### src/rtl/wdt_pkg.sv
package wdt_pkg;

  typedef logic [1:0] wdt_sel_t;

  localparam int unsigned WDT_TAPS = 4;

  function automatic int unsigned wdt_max4(input int unsigned a, input int unsigned b,
                                           input int unsigned c, input int unsigned d);
    int unsigned m;
    m = a;
    if (b > m) m = b;
    if (c > m) m = c;
    if (d > m) m = d;
    return m;
  endfunction

  function automatic int unsigned wdt_pick(input int unsigned idx,
                                           input int unsigned a, input int unsigned b,
                                           input int unsigned c, input int unsigned d);
    case (idx)
      0:       return a;
      1:       return b;
      2:       return c;
      default: return d;
    endcase
  endfunction

endpackage

### src/rtl/wdt_base_counter.sv
module wdt_base_counter #(
  parameter int unsigned CNT_W = 21
) (
  input  logic             clk,
  input  logic             rst_n,
  input  logic             clr_i,
  input  logic             run_i,
  output logic [CNT_W-1:0] cnt_o
);

  localparam logic [CNT_W-1:0] CNT_ONE = CNT_W'(1);

  logic [CNT_W-1:0] cnt_q;

  always_ff @(posedge clk or negedge rst_n) begin
    if (!rst_n) begin
      cnt_q <= '0;
    end else if (clr_i) begin
      cnt_q <= '0;
    end else if (run_i) begin
      cnt_q <= cnt_q + CNT_ONE;
    end
  end

  assign cnt_o = cnt_q;

endmodule

### src/rtl/wdt_tap_select.sv
module wdt_tap_select
  import wdt_pkg::*;
#(
  parameter int unsigned CNT_W    = 21,
  parameter int unsigned EXP_SEL0 = 14,
  parameter int unsigned EXP_SEL1 = 16,
  parameter int unsigned EXP_SEL2 = 18,
  parameter int unsigned EXP_SEL3 = 21
) (
  input  logic [CNT_W-1:0] cnt_i,
  input  wdt_sel_t         sel_i,
  output logic             carry_o
);

  logic [WDT_TAPS-1:0] tap_carry;

  // Each tap is high on the cycle whose increment carries into bit E.
  for (genvar gi = 0; gi < WDT_TAPS; gi++) begin : g_tap
    localparam int unsigned E = wdt_pick(gi, EXP_SEL0, EXP_SEL1, EXP_SEL2, EXP_SEL3);
    assign tap_carry[gi] = &cnt_i[E-1:0];
  end

  assign carry_o = tap_carry[sel_i];

endmodule

### src/rtl/wdt_grace.sv
module wdt_grace #(
  parameter int unsigned EXT_W = 9
) (
  input  logic clk,
  input  logic rst_n,
  input  logic stop_i,
  input  logic arm_i,
  output logic flag_o,
  output logic fire_o
);

  localparam logic [EXT_W-1:0] EXT_ONE = EXT_W'(1);

  logic [EXT_W-1:0] ext_q;
  logic             flag_q;
  logic             fire_q;
  logic             last_c;

  assign last_c = !stop_i && flag_q && (&ext_q);

  always_ff @(posedge clk or negedge rst_n) begin
    if (!rst_n) begin
      ext_q  <= '0;
      flag_q <= 1'b0;
      fire_q <= 1'b0;
    end else begin
      fire_q <= last_c;
      if (stop_i) begin
        ext_q  <= '0;
        flag_q <= 1'b0;
      end else if (arm_i) begin
        ext_q  <= '0;
        flag_q <= 1'b1;
      end else if (flag_q) begin
        if (&ext_q) begin
          ext_q  <= '0;
          flag_q <= 1'b0;
        end else begin
          ext_q <= ext_q + EXT_ONE;
        end
      end
    end
  end

  assign flag_o = flag_q;
  assign fire_o = fire_q;

endmodule

### src/rtl/sel_wdog.sv
module sel_wdog
  import wdt_pkg::*;
#(
  parameter int unsigned EXP_SEL0 = 14,
  parameter int unsigned EXP_SEL1 = 16,
  parameter int unsigned EXP_SEL2 = 18,
  parameter int unsigned EXP_SEL3 = 21,
  parameter int unsigned EXT_W    = 9
) (
  input  logic       clk,
  input  logic       rst_n,
  input  logic       en_i,
  input  logic [1:0] period_sel_i,
  input  logic       kick_i,
  output logic       expired_o,
  output logic       wdt_reset_o
);

  localparam int unsigned CNT_W = wdt_max4(EXP_SEL0, EXP_SEL1, EXP_SEL2, EXP_SEL3);

  logic [CNT_W-1:0] base_cnt;
  logic             carry_sel;
  logic             stop_all;
  logic             base_run;
  logic             arm_grace;
  logic             flag_q;
  logic             fire_q;

  assign stop_all  = !en_i || kick_i;
  assign base_run  = !stop_all && !flag_q;
  assign arm_grace = base_run && carry_sel;

  wdt_base_counter #(.CNT_W(CNT_W)) u_base (
    .clk   (clk),
    .rst_n (rst_n),
    .clr_i (stop_all || arm_grace),
    .run_i (base_run),
    .cnt_o (base_cnt)
  );

  wdt_tap_select #(
    .CNT_W    (CNT_W),
    .EXP_SEL0 (EXP_SEL0),
    .EXP_SEL1 (EXP_SEL1),
    .EXP_SEL2 (EXP_SEL2),
    .EXP_SEL3 (EXP_SEL3)
  ) u_tap (
    .cnt_i   (base_cnt),
    .sel_i   (wdt_sel_t'(period_sel_i)),
    .carry_o (carry_sel)
  );

  wdt_grace #(.EXT_W(EXT_W)) u_grace (
    .clk    (clk),
    .rst_n  (rst_n),
    .stop_i (stop_all),
    .arm_i  (arm_grace),
    .flag_o (flag_q),
    .fire_o (fire_q)
  );

  assign expired_o   = flag_q;
  assign wdt_reset_o = fire_q;

endmodule

### config.mk
export PLATFORM = sky130hd
export DESIGN_NAME = sel_wdog
export DESIGN_NICKNAME = d
export VERILOG_FILES = /design/src/rtl/wdt_pkg.sv /design/src/rtl/wdt_base_counter.sv /design/src/rtl/wdt_tap_select.sv /design/src/rtl/wdt_grace.sv /design/src/rtl/sel_wdog.sv
export SDC_FILE = /design/constraint.sdc
export NUM_CORES = 1
export LEC_CHECK = 0
export BUFFER_PORTS_ARGS = -buffer_cell sky130_fd_sc_hd__buf_2
export CORE_MARGIN = 4
export CORE_UTILIZATION = 35
export DETAILED_ROUTE_END_ITERATION = 6
export PLACE_DENSITY = 0.53
export SLEW_MARGIN = 20
export SYNTH_ARGS = -nofsm -noshare
export SYNTH_HDL_FRONTEND = slang
export SYNTH_SLANG_ARGS = --single-unit
### constraint.sdc
create_clock -name clk -period 2.1 [get_ports clk]
set_clock_uncertainty 0.2 [all_clocks]
set_input_delay 0.315 -clock clk [delete_from_list [all_inputs] [get_ports clk]]
set_output_delay 0.315 -clock clk [all_outputs]
set_load 0.02 [all_outputs]
# --- Yosys cells after proc, flatten, opt, wreduce, memory -nomap -nowiden ---
# Index checks and enable logic that the tools add are counted.
op_classes:
  add_sub_neg: 2
  order_cmp: 1
  muxes: 12
  n_reduce_logical: 16
op_table:
  columns: ["operator", "n"]
  rows:
  - ["21-bit 2-to-1 mux", 2]
  - ["9-bit 2-to-1 mux", 4]
  - ["21-bit by 1-bit adder with 21-bit output (second input constant)", 1]
  - ["21-bit AND reduction", 1]
  - ["18-bit AND reduction", 1]
  - ["16-bit AND reduction", 1]
  - ["14-bit AND reduction", 1]
  - ["9-bit by 1-bit adder with 9-bit output (second input constant)", 1]
  - ["9-bit AND reduction", 1]
  - ["1-bit 2-to-1 mux", 5]
  - ["1-bit logical AND", 4]
  - ["1-bit zero test", 3]
  - ["2-bit by 3-bit < comparator with 1-bit output (second input constant)", 1]
  - ["3-bit nonzero test", 1]
  - ["1-bit binary-select mux with 2-bit select", 1]
  - ["1-bit logical OR", 2]
  - ["2-bit nonzero test", 1]
word_totals:
  register_bits: 32
  out_inout_bits: 2

# --- Depth between registers and ports, before layout ---
# Gate-level depths: netlist of run 1.
depth:
  ltp_word: 7
  mapped_depth: 9

# --- Hierarchy ---
# A second synthesis of run 1 with hierarchy kept.
hier_totals:
  cells_unflattened: 188
  hier_area_um2: 1769.2
modules_own_cells:
  columns: ["module", "n_inst", "cells_each", "area_each_um2", "seq_area_each_um2"]
  rows:
  - ["wdt_base_counter", 1, 112, 1081.0, 525.5]
  - ["wdt_grace", 1, 60, 580.6, 275.3]
  - ["wdt_tap_select", 1, 11, 73.8, 0.0]
  - ["sel_wdog", 1, 5, 33.8, 0.0]

# --- Least setup slack after synthesis of run 1 ---
# No wires, ideal clock.
synth_timing:
  kind: "reg2reg"
  startpoint: "register u_base.cnt_q[0] (netlist: u_base.cnt_o[0])"
  endpoint: "register u_grace.ext_q[5]"
  setup_ns: 0.126
  arrival_time_ns: 1.926
  t_required_ns: 1.774
  slack_ns: -0.152
  path_stages_with_launch: 8
  path_buffers: 2
  period_less_slack_ns: 2.252
  path_cell_list: "dfrtp_1 > ha_1 > nand3_2 > or4_1 > buf_2 > or2_0 > buf_2 > a311o_1"
synth_via:
  elab_chain_len: 6
  word_cells_on_any_way: 10
  cone_classes: "4 x mux; 6 x reduce/logical"
synth_lines:
  columns: ["element", "line", "source"]
  rows:
  - ["from (decl)", "wdt_base_counter.sv:13", "logic [CNT_W-1:0] cnt_q;"]
  - ["from (signal assigned)", "wdt_base_counter.sv:21", "cnt_q <= cnt_q + CNT_ONE;"]
  - ["21-bit AND reduction (tied with other cells)", "wdt_tap_select.sv:20", "assign tap_carry[gi] = &cnt_i[E-1:0];"]
  - ["1-bit binary-select mux with 2-bit select (*)", "wdt_tap_select.sv:23", "assign carry_o = tap_carry[sel_i];"]
  - ["1-bit 2-to-1 mux (implied by the code) (*)", "wdt_tap_select.sv:23", null]
  - ["1-bit logical AND (*)", "sel_wdog.sv:31", "assign arm_grace = base_run && carry_sel;"]
  - ["9-bit 2-to-1 mux", "wdt_grace.sv:31", "end else if (arm_i) begin"]
  - ["9-bit 2-to-1 mux", "wdt_grace.sv:28", "if (stop_i) begin"]
  - ["to (signal assigned)", "wdt_grace.sv:39", "ext_q <= ext_q + EXT_ONE;"]
  - ["to (decl)", "wdt_grace.sv:14", "logic [EXT_W-1:0] ext_q;"]
# Every way passes the cells marked *; elsewhere a longest branch is shown, timed or not. The select of a mux whose other input is x is not followed.
# A chain may end at the register's enable or synchronous reset.

# --- Final worst setup path of run 1 ---
layout_timing:
  startpoint: "register u_grace.ext_q[1]"
  endpoint: "register u_grace.ext_q[5]"
layout_via:
  elab_chain_len: 5
  word_cells_on_any_way: 6
  cone_classes: "1 x add/sub; 4 x mux; 1 x reduce/logical"
layout_lines:
  columns: ["element", "line", "source"]
  rows:
  - ["9-bit by 1-bit adder with 9-bit output / 9-bit AND reduction (equally long branches)", "wdt_grace.sv:39, wdt_grace.sv:35", null]
  - ["9-bit 2-to-1 mux (*)", "wdt_grace.sv:35", "if (&ext_q) begin"]
  - ["9-bit 2-to-1 mux (*)", "wdt_grace.sv:34", "end else if (flag_q) begin"]
  - ["9-bit 2-to-1 mux (*)", "wdt_grace.sv:31", null]
  - ["9-bit 2-to-1 mux (*)", "wdt_grace.sv:28", null]
# Marked as above.

==> results.py, run 1 <==
metrics = {
    "outcome": {
        "outcome": "complete, but fails checks",
        "violated_checks": "negative setup slack",
    },
    "placed_design": {
        "hpwl_mm": 2.887,
        "placed_cell_area_sq_mm": 0.001994,
        "globalplace.congestion": 0.8145,
        "numPortBuffers": 7,
    },
    "sta": {
        "final_min_period_over_clock_period_pct": 100.4,
        "timing.final.ws_setup_ps": -7.864,
        "finalSetupViolCount": 1,
        "fin_hold_ws_ps": 229.0,
        "timing.setup.tns_ps": -7.864,
        "fmax_mhz": 474.4,
        "worst_slew_pin_slew_ps": 742.8,
        "slew_viol_final": 0,
        "grt_setup_unrepaired": "true",
        "max-slew-margin-rel_pct": 50.48,
        "final_hold_viol_count": 0,
        "layout_min_cycle_time_ps": 2108,
    },
    "logic_synthesis": {
        "syn-instance-count": 180,
        "ys_types": 37,
        "syn-cell-area_sq_mm": 0.001685,
        "synthesized_flop_and_latch_total": 32,
        "synth_warnings": 0,
        "synth_compound_area_share_pct": 12.47,
        "syn_avg_cell_area_sq_um": 9.363,
        "synth_simple_gate_area_share_pct": 28.29,
        "synth_xor_xnor_area_share_pct": 7.275,
        "seq_area_frac_synth_pct": 47.51,
        "postSynthNetCount": 189,
        "synth.area.mux_share_pct": 0,
        "synth_fa_ha_area_share_pct": 2.227,
        "synth_top_family_by_area": "simple AND/OR/NAND/NOR gates",
    },
    "layout": {
        "post_route_cells_drive_above_1_share_pct": 33.19,
        "layout_common_cells": "sky130_fd_sc_hd__buf_4 (35), sky130_fd_sc_hd__dfrtp_1 (32), sky130_fd_sc_hd__nor2_1 (17)",
        "stdcell_area_sq_mm": 0.002251,
        "finalNetCount": 234,
        "syn2layout_area_growth_pct": 33.56,
        "antennaDiodeCount": 0,
        "mostFrequentLayoutCell": "sky130_fd_sc_hd__buf_4",
    },
    "die": {
        "die_area_sq_mm": 0.005989,
        "num_io_pins": 8,
        "start_util_pct": 37.42,
        "die_height_microns": 77.39,
        "row_count": 24,
        "placeableCoreArea_sq_mm": 0.004504,
        "die_w_microns": 77.39,
    },
    "worst_setup_path": {
        "timing.critical_path.slowest_cell_delay_ps": 360,
        "critical_path.startpoint_type": "flip-flop",
        "setup.worst_path.end_class": "flip-flop",
        "critPathArrivalTime_ps": 2070,
        "crit_path_top_delay_cell": "sky130_fd_sc_hd__dfrtp_1",
        "path_common_cell": "sky130_fd_sc_hd__and3_4",
        "crit_type": "reg2reg",
        "crit_path_max_fanout": 3,
        "crit_chain": "ha_2 > and3_4 > and3_4 > and3_4 > ha_4 > nor2_2 > and3_1 > a311o_1",
        "timing.critical_path.required_ps": 2060,
    },
    "pwr": {
        "combinationalPowerShare_pct": 4.6,
        "cellPowerDensity_mw_per_mm2": 515.4,
        "switching_share_of_power_pct": 22.11,
        "ir_worst_vdd_mv": 0.3884,
        "cell_internal_pwr_uw": 903.5,
        "pwr-share-seq_pct": 53.4,
        "share_clk_of_total_power_pct": 42.0,
        "p_switching_uw": 256.5,
        "leakage_power_nw": 0.9806,
    },
    "worst_hold_path": {
        "hold_path_class": "in2reg",
    },
    "job": {
        "cap_violations": 0,
    },
    "clock_tree": {
        "tritoncts.num_buffers": 5,
        "clk_transition_reported_paths_ps": 70,
        "cts_max_level": 2,
        "clkSinkCount": 32,
        "ctsLongestPathBuffers": 2,
        "cts_tree": "yes",
        "worstSkewPairLatency_ps": 280,
        "clock_tree.root_cell": "sky130_fd_sc_hd__clkbuf_8",
    },
    "global_route": {
        "via_count_of_the_first_global_routing_pass": 1555,
        "grt_first_pass_wirelength_mm": 6.982,
        "gr-usage-all-layers_pct": 14.64,
        "grt_overflow_total": 0,
        "grt_max_degree": 33,
        "number_of_antenna_violations_at_the_first_check_in_global_routing": 0,
    },
    "route": {
        "met2_wirelength_mm": 2.113,
        "post_drt_wl_per_cell_microns": 14.95,
        "post_drt_via_cell_ratio": 5.435,
        "top_signal_layer_used": "met4",
        "drt_met1_wl_mm": 1.842,
        "detail-route-antenna-nets": 0,
        "routed-via-count": 1511,
        "wl_met3_microns": 144,
        "route.final.wire_length_mm": 4.157,
        "detailedRoute.firstPassIterationCount": 4,
        "initialDrtViolationCount": 51,
        "detail_route.drc_violations": 0,
    },
}
cells in the mapped netlist:
cell / count / share of area [%]
sky130_fd_sc_hd__a211oi_1: 2 / 0.89
sky130_fd_sc_hd__a21o_1: 1 / 0.45
sky130_fd_sc_hd__a21oi_1: 4 / 1.2
sky130_fd_sc_hd__a311o_1: 2 / 1.2
sky130_fd_sc_hd__a31o_2: 3 / 1.6
sky130_fd_sc_hd__a31oi_1: 3 / 1.1
sky130_fd_sc_hd__a32o_1: 3 / 1.8
sky130_fd_sc_hd__a41o_1: 2 / 1.2
sky130_fd_sc_hd__and2_1: 1 / 0.37
sky130_fd_sc_hd__and3_1: 8 / 3.0
sky130_fd_sc_hd__and3b_1: 1 / 0.52
sky130_fd_sc_hd__buf_2: 3 / 0.89
sky130_fd_sc_hd__clkbuf_1: 5 / 1.1
sky130_fd_sc_hd__dfrtp_1: 32 / 48
sky130_fd_sc_hd__ha_1: 3 / 2.2
sky130_fd_sc_hd__inv_1: 1 / 0.22
sky130_fd_sc_hd__nand2_1: 16 / 3.6
sky130_fd_sc_hd__nand2b_1: 6 / 2.2
sky130_fd_sc_hd__nand3_1: 12 / 3.6
sky130_fd_sc_hd__nand3_2: 1 / 0.59
sky130_fd_sc_hd__nand3b_1: 1 / 0.45
sky130_fd_sc_hd__nand4_1: 3 / 1.1
sky130_fd_sc_hd__nor2_1: 22 / 4.9
sky130_fd_sc_hd__nor2b_1: 4 / 1.5
sky130_fd_sc_hd__nor3_1: 6 / 1.8
sky130_fd_sc_hd__nor3b_1: 1 / 0.45
sky130_fd_sc_hd__nor4_1: 5 / 1.9
sky130_fd_sc_hd__nor4b_1: 1 / 0.52
sky130_fd_sc_hd__o21ai_0: 5 / 1.5
sky130_fd_sc_hd__o22ai_1: 2 / 0.74
sky130_fd_sc_hd__o31ai_1: 2 / 0.89
sky130_fd_sc_hd__or2_0: 1 / 0.37
sky130_fd_sc_hd__or2_2: 2 / 0.74
sky130_fd_sc_hd__or3_1: 1 / 0.37
sky130_fd_sc_hd__or4_1: 1 / 0.45
sky130_fd_sc_hd__xnor2_1: 6 / 3.1
sky130_fd_sc_hd__xor2_1: 8 / 4.2
power groups by stage:
stage,clock network [mW],logic [mW],registers (mW)
after detailed placement,0,0.0464,0.631
after floorplan,0,0.0163,0.631
after global placement,0,0.0451,0.631
after global routing,0.529,0.0603,0.619
final,0.487,0.0535,0.619
after CTS,0.502,0.0515,0.619
flip-flops by register name, summed over array words and instances, names as in the netlist:
name	flops
u_base.cnt_o	21
u_grace.ext_q	9
u_grace.fire_o	1
u_grace.flag_o	1
path summary, 6_finish.rpt:
check | from | to | slack, ps | cells after the start
max | u_grace.ext_q[1]$_DFFE_PN0P_ | u_grace.ext_q[5]$_DFFE_PN0P_ | -8 | 8
min reg2reg | u_base.cnt_o[19]$_DFFE_PN0P_ | u_base.cnt_o[19]$_DFFE_PN0P_ | 380 | 2
min in group asynchronous | rst_n | u_base.cnt_o[5]$_DFFE_PN0P_ | 430 | 2
max in group asynchronous | rst_n | u_grace.ext_q[4]$_DFFE_PN0P_ | 790 | 2
min | period_sel_i[1] | u_base.cnt_o[16]$_DFFE_PN0P_ | 230 | 3
max reg2reg | u_grace.ext_q[1]$_DFFE_PN0P_ | u_grace.ext_q[5]$_DFFE_PN0P_ | -8 | 8
repair_timing:
action                                 4_1_cts  5_1_grt
cloned                                       1        0
endpoints found under the hold margin       32        0
setup buffers                                5        1
hold buffers                                 1        0
setup endpoints to repair                   18       17
gates resized for setup                     12       15
pin swaps                                    2       10
critical path, delay by kind of cell, from the launching register on:
family	cells	cell delay, ps
adders and majority gates	2	320
and+or+nand+nor	5	780
AOI/OAI and AO/OA	1	310
DFF	1	360
layer usage:
metal	vias up	track usage, %
met2	25	25.39
met3	6	3.704
met4	0	5.160
li1	734	-
met5	-	0
met1	746	17.64
kinds of logic (layout without fill, tap and decap cells):
logic type	after synthesis	after routing
compound gates	29	29
xor+xnor	14	14
fa+ha+maj	3	3
buf+inv	9	55
flops	32	32
simple gates	93	93
stage by stage:
stage / setup slack (ps) / util, % / power, mW / instances
after floorplan: -23.37 / - / 0.6477 / 180
final: -7.864 / 49.97 / 1.160 / 278
after detailed placement: -133.0 / 44.28 / 0.6772 / 262
after CTS: 2.472 / 48.64 / 1.173 / 277
after global placement: -55.72 / 44.28 / 0.6757 / 262
after global routing: -70.51 / 49.97 / 1.209 / 278
cell type report:
cell class                      instances  area (sq um)
Clock buffer                            8         90.09
Sequential cell                        32         800.8
Inverter                                1         3.754
Fill cell                             437          2253
Timing Repair Buffer                   46         341.6
Tap cell                               52         65.06
Multi-Input combinational cell        139         949.7
(Power assumes the default switching activity.)
==> run 2: changes to the inputs <==
--- a/config.mk
+++ b/config.mk
@@ -6,10 +6,12 @@
 export NUM_CORES = 1
 export LEC_CHECK = 0
 export BUFFER_PORTS_ARGS = -buffer_cell sky130_fd_sc_hd__buf_2
+export CELL_PAD_IN_SITES_DETAIL_PLACEMENT = 2
+export CELL_PAD_IN_SITES_GLOBAL_PLACEMENT = 2
 export CORE_MARGIN = 4
-export CORE_UTILIZATION = 35
+export CORE_UTILIZATION = 34
 export DETAILED_ROUTE_END_ITERATION = 6
-export PLACE_DENSITY = 0.53
+export PLACE_DENSITY = 0.74
 export SLEW_MARGIN = 20
 export SYNTH_ARGS = -nofsm -noshare
 export SYNTH_HDL_FRONTEND = slang
==> results.py, run 2 (same netlist as run 1, synthesis figures left out) <==
metrics = {
    "sta": {
        "finalSetupViolCount": 17,
        "fmax_mhz": 452.0,
        "max-slew-margin-rel_pct": 48.94,
        "final_min_period_over_clock_period_pct": 105.3,
        "grt_setup_unrepaired": "true",
        "slew_viol_final": 0,
        "final_hold_viol_count": 0,
        "worst_slew_pin_slew_ps": 765.9,
        "timing.final.ws_setup_ps": -112.2,
        "layout_min_cycle_time_ps": 2212,
    },
    "placed_design": {
        "numPortBuffers": 7,
        "placement_setup_slack_ps": -127.0,
        "globalplace.congestion": 0.8601,
        "place.detailed.instances": 279,
        "hpwl_mm": 3.964,
    },
    "job": {
        "cap_violations": 0,
    },
    "route": {
        "detail-route-antenna-nets": 0,
        "post_drt_wl_per_cell_microns": 23.31,
        "wl_met3_microns": 194,
        "met2_wirelength_mm": 3.573,
        "top_signal_layer_used": "met4",
        "detailedRoute.firstPassIterationCount": 4,
        "post_drt_via_cell_ratio": 5.569,
        "routed-via-count": 1654,
        "route.final.wire_length_mm": 6.923,
        "detail_route.drc_violations": 0,
        "initialDrtViolationCount": 55,
        "drt_met1_wl_mm": 3.053,
    },
    "clock_tree": {
        "clock_tree.root_cell": "sky130_fd_sc_hd__clkbuf_8",
        "cts_max_level": 2,
        "clk_transition_reported_paths_ps": 80,
        "cts_tree": "yes",
        "worstSkewPairLatency_ps": 290,
        "tritoncts.num_buffers": 5,
        "clkSinkCount": 32,
        "ctsLongestPathBuffers": 2,
    },
    "global_route": {
        "grt_max_degree": 33,
        "via_count_of_the_first_global_routing_pass": 1853,
        "number_of_antenna_violations_at_the_first_check_in_global_routing": 0,
        "grt_first_pass_wirelength_mm": 10.07,
        "grt_overflow_total": 0,
        "gr-usage-all-layers_pct": 21.38,
    },
    "worst_setup_path": {
        "timing.critical_path.max_delay_family": "simple AND/OR/NAND/NOR gates",
        "crit_chain": "ha_2 > and3_4 > and3_4 > and3_4 > ha_4 > nor2_4 > and3_4 > a311o_1",
        "critical_path.startpoint_type": "flip-flop",
        "setup.worst_path.end_class": "flip-flop",
        "path_common_cell": "sky130_fd_sc_hd__and3_4",
        "crit_path_top_delay_cell": "sky130_fd_sc_hd__dfrtp_1",
        "crit_path_max_fanout": 4,
        "critPathArrivalTime_ps": 2170,
        "path_buf_inv": 0,
        "timing.critical_path.slowest_cell_delay_ps": 380,
        "timing.critical_path.required_ps": 2060,
        "crit_type": "reg2reg",
    },
    "pwr": {
        "ir_worst_vdd_mv": 0.3086,
        "combinationalPowerShare_pct": 4.8,
        "leakage_power_nw": 1.023,
        "p_switching_uw": 284.3,
        "cell_internal_pwr_mw": 1.060,
        "pwr-share-seq_pct": 46.0,
        "cellPowerDensity_mw_per_mm2": 557.8,
        "overall_power_after_layout_mw": 1.344,
        "share_clk_of_total_power_pct": 49.1,
        "switching_share_of_power_pct": 21.15,
    },
    "layout": {
        "finalNetCount": 238,
        "multiInputGateArea_sq_mm": 0.001016,
        "largest_register_ff_count": 21,
        "fin_cells": 297,
        "syn2layout_area_growth_pct": 42.98,
        "layout_common_cells": "sky130_fd_sc_hd__buf_4 (38), sky130_fd_sc_hd__dfrtp_1 (32), sky130_fd_sc_hd__nand2_1 (15)",
        "mostFrequentLayoutCell": "sky130_fd_sc_hd__buf_4",
        "antennaDiodeCount": 0,
        "fillerInstances": 512,
        "post_route_cells_drive_above_1_share_pct": 41.74,
        "seq_area_sq_um": 800.8,
        "final_util_pct": 50.68,
    },
    "die": {
        "die_height_microns": 78.41,
        "placeableCoreArea_sq_mm": 0.004755,
        "die_w_microns": 78.41,
        "row_count": 25,
        "die_area_sq_mm": 0.006147,
        "start_util_pct": 35.45,
        "num_io_pins": 8,
    },
    "worst_hold_path": {
        "hold_path_class": "in2reg",
    },
    "outcome": {
        "outcome": "complete, but fails checks",
        "violated_checks": "negative setup slack",
    },
}
[run 2: changes by cell type in the layout (fill, tap and decap cells not counted), moves of 3 or more]
cell / previous run / this run
sky130_fd_sc_hd__nor2_2: 2 / 8
sky130_fd_sc_hd__and3_1: 5 / 2
sky130_fd_sc_hd__buf_4: 35 / 38
sky130_fd_sc_hd__nor2_1: 17 / 9
[run 2: layout make-up]
type	count	area share (%)
clock buffers	7	3.998
clock inverters	1	1.246
inverters	1	0.1558
multi-input cells	139	42.16
flip-flops and latches	32	33.23
well taps	67	3.479
repair buffers	50	15.73
[run 2: through the flow]
step / instance area (sq um) / hold slack, ps / TNS [ps]
global route: 2410 / 263.5 / -2389
finish: 2410 / 240.5 / -1317
CTS: 2265 / 265.1 / -182.2
floorplan: 1707 / -180.6 / -50.00
detailed placement: 2028 / 225.5 / -1010
global placement: 2028 / 214.3 / 0
[run 2: timing repair]
| item | CTS | global route |
|---|---|---|
| pin swaps | 6 | 11 |
| buffers inserted | 2 | 6 |
| gates cloned | 1 | 0 |
| hold buffers | 1 | 0 |
| setup endpoints to repair | 24 | 28 |
| endpoints found under the hold margin | 32 | 0 |
| resized for setup | 18 | 30 |
[run 2: path summary, 6_finish.rpt]
path / from / end / slack [ps] / cells after the start
setup / recovery: u_grace.ext_q[0]$_DFFE_PN0P_ / u_grace.ext_q[5]$_DFFE_PN0P_ / -110 / 8
hold / removal: en_i / u_base.cnt_o[4]$_DFFE_PN0P_ / 240 / 3
setup reg to reg: u_grace.ext_q[0]$_DFFE_PN0P_ / u_grace.ext_q[5]$_DFFE_PN0P_ / -110 / 8
hold reg to reg: u_base.cnt_o[19]$_DFFE_PN0P_ / u_base.cnt_o[19]$_DFFE_PN0P_ / 400 / 2
max in group asynchronous: rst_n / u_base.cnt_o[11]$_DFFE_PN0P_ / 760 / 2
min in group asynchronous: rst_n / u_grace.ext_q[4]$_DFFE_PN0P_ / 440 / 2
[run 2: power by group through the flow]
stage / clock (mW) / combinational (mW) / sequential (mW)
after floorplan: 0 / 0.0163 / 0.631
after global placement: 0 / 0.0481 / 0.631
after detailed placement: 0 / 0.0503 / 0.631
after CTS: 0.665 / 0.0560 / 0.619
after global routing: 0.705 / 0.0713 / 0.619
final: 0.660 / 0.0648 / 0.619
[run 2: worst reg2reg max path, cell delays in order (launching register included)]
cell,delay (ps)
sky130_fd_sc_hd__dfrtp_1,380
sky130_fd_sc_hd__ha_2,200
sky130_fd_sc_hd__and3_4,200
sky130_fd_sc_hd__and3_4,190
sky130_fd_sc_hd__and3_4,200
sky130_fd_sc_hd__ha_4,150
sky130_fd_sc_hd__nor2_4,60
sky130_fd_sc_hd__and3_4,180
sky130_fd_sc_hd__a311o_1,330
[run 2: metal layers]
layer / track usage [%] / up-vias
li1: - / 740
met1: 25.94 / 873
met2: 38.18 / 33
met3: 3.899 / 8
met4: 6.818 / 0
met5: 0 / -
